`src/rtl/blk_add_pkg.sv`:
```
package blk_add_pkg;

   // how neighbouring slices are joined
   typedef enum logic {
      JOIN_RIPPLE = 1'b0,
      JOIN_SELECT = 1'b1
   } join_e;

   // merge a more significant (hi) pair with a less significant (lo) pair
   function automatic logic [1:0] gp_merge(input logic [1:0] hi, input logic [1:0] lo);
      logic g_v;
      logic p_v;
      g_v = hi[1] | (hi[0] & lo[1]);
      p_v = hi[0] & lo[0];
      return {g_v, p_v};
   endfunction

endpackage

```
`src/rtl/prefix_net.sv`:
```
module prefix_net #(
   parameter int K = 4
) (
   input  logic [K-1:0] g_in,
   input  logic [K-1:0] p_in,
   output logic [K-1:0] grp_g,   // generate of bits [i:0]
   output logic [K-1:0] grp_p    // propagate of bits [i:0]
);
   localparam int LVL = (K > 1) ? $clog2(K) : 0;

   logic [K-1:0] gt [LVL+1];
   logic [K-1:0] pt [LVL+1];

   assign gt[0] = g_in;
   assign pt[0] = p_in;

   for (genvar s = 0; s < LVL; s++) begin : g_lvl
      localparam int DIST = 1 << s;
      for (genvar i = 0; i < K; i++) begin : g_bit
         if (i >= DIST) begin : g_merge
            logic [1:0] mg;
            assign mg = blk_add_pkg::gp_merge({gt[s][i], pt[s][i]},
                                             {gt[s][i-DIST], pt[s][i-DIST]});
            assign gt[s+1][i] = mg[1];
            assign pt[s+1][i] = mg[0];
         end else begin : g_pass
            assign gt[s+1][i] = gt[s][i];
            assign pt[s+1][i] = pt[s][i];
         end
      end
   end

   assign grp_g = gt[LVL];
   assign grp_p = pt[LVL];

   always_comb begin
      for (int i = 0; i < K; i++) begin

         gp_excl_chk: assert (!(grp_g[i] && grp_p[i]))
            else $error("group generate and propagate both set at %0d", i);
      end
   end
endmodule

```
`src/rtl/blk_slice.sv`:
```
module blk_slice #(
   parameter int                 K    = 4,
   parameter blk_add_pkg::join_e JOIN = blk_add_pkg::JOIN_RIPPLE
) (
   input  logic [K-1:0] a,
   input  logic [K-1:0] b,
   input  logic         cin,
   output logic [K-1:0] sum,
   output logic         cout
);
   logic [K-1:0] g_bit;
   logic [K-1:0] p_bit;
   logic [K-1:0] grp_g;
   logic [K-1:0] grp_p;

   assign g_bit = a & b;
   assign p_bit = a ^ b;

   prefix_net #(.K(K)) u_pfx (
      .g_in  (g_bit),
      .p_in  (p_bit),
      .grp_g (grp_g),
      .grp_p (grp_p)
   );

   if (JOIN == blk_add_pkg::JOIN_SELECT) begin : g_sel
      logic [K-1:0] c_if0;
      logic [K-1:0] c_if1;
      logic [K-1:0] sum_if0;
      logic [K-1:0] sum_if1;
      logic         co_if0;
      logic         co_if1;

      for (genvar i = 0; i < K; i++) begin : g_c
         if (i == 0) begin : g_lsb
            assign c_if0[i] = 1'b0;
            assign c_if1[i] = 1'b1;
         end else begin : g_up
            assign c_if0[i] = grp_g[i-1];
            assign c_if1[i] = grp_g[i-1] | grp_p[i-1];
         end
      end

      assign sum_if0 = p_bit ^ c_if0;
      assign sum_if1 = p_bit ^ c_if1;
      assign co_if0  = grp_g[K-1];
      assign co_if1  = grp_g[K-1] | grp_p[K-1];

      assign sum  = cin ? sum_if1 : sum_if0;
      assign cout = cin ? co_if1  : co_if0;

      always_comb begin

         sel_step_chk: assert (sum_if1 == K'(sum_if0 + K'(1)))
            else $error("carry-1 sum is not carry-0 sum plus one");

         sel_prop_chk: assert (!grp_p[K-1] || ((&sum_if0) && (sum_if1 == '0)))
            else $error("propagating slice gave wrong precomputed sums");

         sel_cout_chk: assert ((co_if0 == co_if1) || grp_p[K-1])
            else $error("carry choices differ without slice propagate");
      end
   end else begin : g_rip
      logic [K-1:0] c_in_bit;

      for (genvar i = 0; i < K; i++) begin : g_c
         if (i == 0) begin : g_lsb
            assign c_in_bit[i] = cin;
         end else begin : g_up
            assign c_in_bit[i] = grp_g[i-1] | (grp_p[i-1] & cin);
         end
      end

      assign sum  = p_bit ^ c_in_bit;
      assign cout = grp_g[K-1] | (grp_p[K-1] & cin);

      always_comb begin

         rip_slice_chk: assert ({cout, sum} == ({1'b0, a} + {1'b0, b} + {{K{1'b0}}, cin}))
            else $error("ripple slice result differs from operand sum");
      end
   end
endmodule

```
`src/rtl/blk_lookahead_adder.sv`:
```
module blk_lookahead_adder #(
   parameter int                 WIDTH = 16,
   parameter int                 SLICE = 4,
   parameter blk_add_pkg::join_e JOIN  = blk_add_pkg::JOIN_SELECT
) (
   input  logic [WIDTH-1:0] a_in,
   input  logic [WIDTH-1:0] b_in,
   input  logic             c_in,
   output logic [WIDTH-1:0] sum_out,
   output logic             c_out
);
   localparam int NSLICE = (SLICE > 0) ? WIDTH / SLICE : 1;

   if (SLICE < 1 || WIDTH < 1) begin : g_bad_size
      $error("WIDTH and SLICE must be positive");
   end
   if (SLICE > 0 && (WIDTH % SLICE) != 0) begin : g_bad_div
      $error("WIDTH must be a whole multiple of SLICE");
   end

   logic [NSLICE:0] carry;

   assign carry[0] = c_in;

   for (genvar s = 0; s < NSLICE; s++) begin : g_slice
      blk_slice #(.K(SLICE), .JOIN(JOIN)) u_slice (
         .a    (a_in[s*SLICE +: SLICE]),
         .b    (b_in[s*SLICE +: SLICE]),
         .cin  (carry[s]),
         .sum  (sum_out[s*SLICE +: SLICE]),
         .cout (carry[s+1])
      );
   end

   assign c_out = carry[NSLICE];

   always_comb begin

      total_sum_chk: assert ({c_out, sum_out} ==
                             ({1'b0, a_in} + {1'b0, b_in} + {{WIDTH{1'b0}}, c_in}))
         else $error("adder result differs from operand sum");
   end
endmodule

```
`config.mk`:
```
export PLATFORM = sky130hd
export DESIGN_NAME = blk_lookahead_adder
export DESIGN_NICKNAME = d
export VERILOG_FILES = /design/src/rtl/blk_add_pkg.sv /design/src/rtl/prefix_net.sv /design/src/rtl/blk_slice.sv /design/src/rtl/blk_lookahead_adder.sv
export SDC_FILE = /design/constraint.sdc
export NUM_CORES = 1
export LEC_CHECK = 0
export ABC_CLOCK_PERIOD_IN_PS = 1900
export BUFFER_PORTS_ARGS = -buffer_cell sky130_fd_sc_hd__buf_2
export CAP_MARGIN = 20
export CORE_ASPECT_RATIO = 1.4
export CORE_MARGIN = 2
export CORE_UTILIZATION = 42
export DETAILED_ROUTE_END_ITERATION = 10
export PLACE_DENSITY_LB_ADDON = 0.15
export SLEW_MARGIN = 10
export SYNTH_ARGS = -nofsm -noshare
export SYNTH_HDL_FRONTEND = slang
export SYNTH_SLANG_ARGS = --single-unit
```
`constraint.sdc`:
```
create_clock -name vclk -period 1.9
set_input_delay 0.19 -clock vclk [all_inputs]
set_output_delay 0.19 -clock vclk [all_outputs]
set_load 0.02 [all_outputs]
```
**Word level (Yosys, flattened, before mapping)**

Cells that the tools add are included.

- Word-level logic and storage cells: 100
- Input bits: 33
- Register bits after elaboration: 0

- Bitwise logic cells: 92
- Muxes and demuxes: 8

Operator list:

| cell | count |
|---|---|
| $xor A4 B4 Y4 | 12 |
| $and A1 B1 Y1 | 40 |
| $or A1 B1 Y1 | 36 |
| $and A4 B4 Y4 | 4 |
| $mux W4 | 4 |
| $mux W1 | 4 |

**Longest topological paths before layout**

- Word-level depth: 10
- Gate-level depth with buffers: 7
- Mapped depth without buffers: 7

**Hierarchy**

From an unflattened synthesis, not the netlist that was laid out.

- Cells, all modules: 84
- Area, all modules: 710.7 um^2

Modules (own cells, without submodules):

| module | seq. area each (um^2) | instances | cells each | area an instance (um^2) |
|---|---|---|---|---|
| blk_slice | 0.0 | 4 | 12 | 108.9 |
| prefix_net | 0.0 | 4 | 9 | 68.8 |

**Worst setup path before layout**

Ideal clock, no wire load.

- Path kind: input to output
- Start: input port a_in[1]
- End: output port sum_out[11]
- Arrival time: 1.807 ns
- Required time: 1.710 ns
- Setup slack: -0.097 ns
- Path buffers: 0
- Stages on the path: 6
- Cell sequence: ha_1 o21ai_0 o21bai_2 a211oi_2 o221ai_1 xor2_1

- Cells in the longest elaborated chain, start to end: 9

RTL lines:

| element | line | text |
|---|---|---|
| start, declared | blk_lookahead_adder.sv:6 | `input logic [WIDTH-1:0] a_in,` |
| $xor A4 B4 Y4 | blk_slice.sv:17 | `assign p_bit = a ^ b;` |
| $and A1 B1 Y1 | blk_add_pkg.sv:13 | `g_v = hi[1] \| (hi[0] & lo[1]);` |
| $or A1 B1 Y1 | blk_add_pkg.sv:13 |  |
| $and A1 B1 Y1 | blk_add_pkg.sv:13 |  |
| $or A1 B1 Y1 | blk_add_pkg.sv:13 |  |
| $or A1 B1 Y1 | blk_slice.sv:47 | `assign co_if1 = grp_g[K-1] \| grp_p[K-1];` |
| $mux W1 (*) (2 in a row) | blk_slice.sv:50 | `assign cout = cin ? co_if1 : co_if0;` |
| $mux W4 (*) | blk_slice.sv:49 | `assign sum = cin ? sum_if1 : sum_if0;` |
| end, declared | blk_lookahead_adder.sv:9 | `output logic [WIDTH-1:0] sum_out,` |

Mark *: on every way between the ends. The rest lies on a longest branch, timed or not.

**Worst setup path after layout**

- Start: input port a_in[9]
- End: output port sum_out[15]

- Cells in the longest elaborated chain, start to end: 8

RTL lines:

| element | line |
|---|---|
| $xor A4 B4 Y4 | blk_slice.sv:17 |
| $and A1 B1 Y1 | blk_add_pkg.sv:13 |
| $or A1 B1 Y1 | blk_add_pkg.sv:13 |
| $and A1 B1 Y1 | blk_add_pkg.sv:13 |
| $or A1 B1 Y1 | blk_add_pkg.sv:13 |
| $or A1 B1 Y1 | blk_slice.sv:47 |
| $mux W1 (*) | blk_slice.sv:50 |
| $mux W4 (*) | blk_slice.sv:49 |

Marks and branches as above.

==> key figures <==
Status
  • Status: complete, but fails checks
  • Failing checks: negative setup slack

Cells and area
  • Final core occ: between 80% and 90%
  • N_diodes: 0
  • Area growth, synth to finish: 102%
  • FF/Latch Area: 0 um2
  • Finished Layout Cells: 214
  • Fillers: 99
  • Num sequential: 0
  • Clkbuf count: 0
  • Nets: approximately 250
  • Layout cells sized above 1: roughly three fifths

Flow run
  • Maxcap violations: 0

STA
  • Worst slew margin: around three quarters
  • Slew Limit Fails: 0
  • Final hold violation count: 0
  • Min Tclk post-route: 2030 ps
  • # setup viols final: 10
  • Final hold slack: around 760 ps
  • Fmax: slightly below 500 MHz
  • Final WS setup: -126 ps
  • Final period util: 107%
  • Unrepaired setup endpoints after global routing: yes
  • Tightest Pin Transition: around 390 ps

GRT
  • Gr usage total: between 20% and 30%
  • Vias in the first global route: ~1100
  • Largest net degree at the start of global routing: 7
  • First-pass GRT wire length: 4460 um
  • Total grt overflow: 0
  • Initial antenna violation count: 0

Drt
  • Drt wl/cell: approximately 14 um
  • WL final: roughly 2900 um
  • DRC: 0
  • Final ANT Viol Nets: 0
  • Via-to-Cell Ratio: 5.56
  • Via count: 1190
  • Iter 0 DRT Violations: 19
  • 1st-pass router iterations: 4

Synthesis
  • Yosys top cell by area: ha_1
  • Dominant cells by area after synthesis: ha_1, xnor2_1, inv_1, mux2i_1, a21oi_1
  • Yosys cell types: 32
  • Sequential area share after synthesis: 0%
  • Mean Syn Cell Area: a little over 7 um2
  • Yosys warns: 0
  • Synth top area share: between 30% and 40%
  • Syn_nets: 168
  • Post-synthesis cell area: approximately 830 um2
  • Cells after synthesis: 115

Min path
  • Min-Delay Startpoint: c_in
  • Hold WC Path Type: in -> out
  • Hold Path Stages: 3
  • WHS Endpoint: sum_out[0]

Critical path
  • Req. time, crit path: about 1700 ps
  • Startpoint class of the critical path: input pin
  • Worst setup path class: in -> out
  • CP Max Fanout: 5
  • Worst Setup End Kind: output port
  • Critical Path AT: between 1500 and 2000 ps

Die
  • Initial Utilization: 43.3%
  • Die ar.: 2360 um2
  • # rows: 19
  • Die X: 41.6 um
  • Top-Level Pins: 50
  • Core area: slightly below 2000 um2
  • Die Y: around 57 um

Power and ir drop
  • Pwr dens: approximately 440 nW/um2
  • LEAKAGE: between 0.0008 and 0.0009 uW
  • Peak VDD IR: 0.000261 V

Placement
  • RePlAce Congestion: slightly below 0.8
  • Post-place setup slack: -224 ps
  • Dpl hpwl: around 1900 um
  • Placed instance count: 207
  • Port Buffers: 50
[worst max-delay path by stage]
stage	startpoint	end	slack, ps	cells after the start
floorplan	a_in[1]	sum_out[11]	-30	6
global placement	a_in[0]	sum_out[11]	-170	10
detailed placement	a_in[1]	sum_out[13]	-220	9
CTS	b_in[0]	sum_out[9]	-120	9
global route	a_in[7]	sum_out[9]	-180	8
finish	a_in[9]	sum_out[15]	-130	9
[cells in the final DEF, fill, tap and decap left out, types with 2 or more instances in the layout]
| cell type | count |
|---|---|
| inv_4 | 4 |
| a211oi_1 | 3 |
| nor3_1 | 2 |
| nand3_1 | 4 |
| inv_1 | 14 |
| a21oi_4 | 2 |
| buf_8 | 4 |
| nand2b_1 | 3 |
| o21ai_0 | 3 |
| buf_4 | 34 |
| nor2_1 | 7 |
| xnor2_1 | 7 |
| ha_4 | 6 |
| xnor2_2 | 4 |
| ha_1 | 13 |
| buf_2 | 31 |
| a21oi_1 | 4 |
| o21ai_2 | 4 |
| mux2i_1 | 2 |
| buf_6 | 9 |
| nand2_1 | 7 |
| a211oi_4 | 2 |
| mux2i_2 | 2 |
[critical path: stages]
cell and delay (ps):
buf_2 100, ha_1 280, buf_4 140, nand2_1 90
nor2_1 180, nand3_1 140, o21a_4 260, o311ai_2 270
buf_4 180
[synth_stat cells (all sizes together), types with 2 or more instances]
| cell | n |
|---|---|
| nand2b | 3 |
| a211oi | 5 |
| nand3 | 4 |
| ha | 20 |
| nor3 | 2 |
| nor2 | 8 |
| nand2 | 7 |
| xnor2 | 11 |
| o21ai | 7 |
| o21bai | 2 |
| inv | 18 |
| xor2 | 2 |
| mux2i | 4 |
| a21oi | 7 |
[report_power, final]
group	switching (uW)	leakage [uW]	internal, uW	total (uW)
clock	0	0	0	0
combinational	370	0.000811	361	731
sequential	0	0	0	0
total	370	0.000811	361	731
[area by class of cell]
| class | count | area (um2) | share of cell area [%] |
|---|---|---|---|
| timing repair buffer | 78 | 572 | 34.0 |
| tap | 21 | 26.3 | 1.56 |
| inverter | 18 | 77.6 | 4.62 |
| multi-input combinational | 97 | 1000 | 59.8 |
[kinds of logic after synthesis]
family / synth area share (%)
xor gates and xnor gates: 13.7
muxes: 4.80
and+or+nand+nor: 14.1
buffers and inverters: 8.11
AOI/OAI and AO/OA: 29.3
adders and majority gates: 30.0
[stage by stage]
step | area (um2) | total power, uW | setup TNS [ps]
after floorplan | 863 | 351 | -34.2
after global placement | 1300 | 538 | -1140
after detailed placement | 1300 | 549 | -1670
after CTS | 1600 | 675 | -616
after global routing | 1680 | 778 | -1580
final | 1680 | 731 | -858
[what timing repair did]
action,in CTS,in global routing
resized for setup,52,15
hold buffers,0,0
buffers inserted,7,1
setup endpoints to repair,10,11
pin swaps,20,8
endpoints found under the hold margin,0,0
[layer usage]
metal  track usage, %  routed length [um]  vias up
met5                0                   0        -
met4             6.91                  96        0
met3            0.965                 124       10
met2             44.0                1660       51
met1             25.1                1060      563
li1                 -                   -      566
Note: power is estimated with default switching activity, not from simulation.
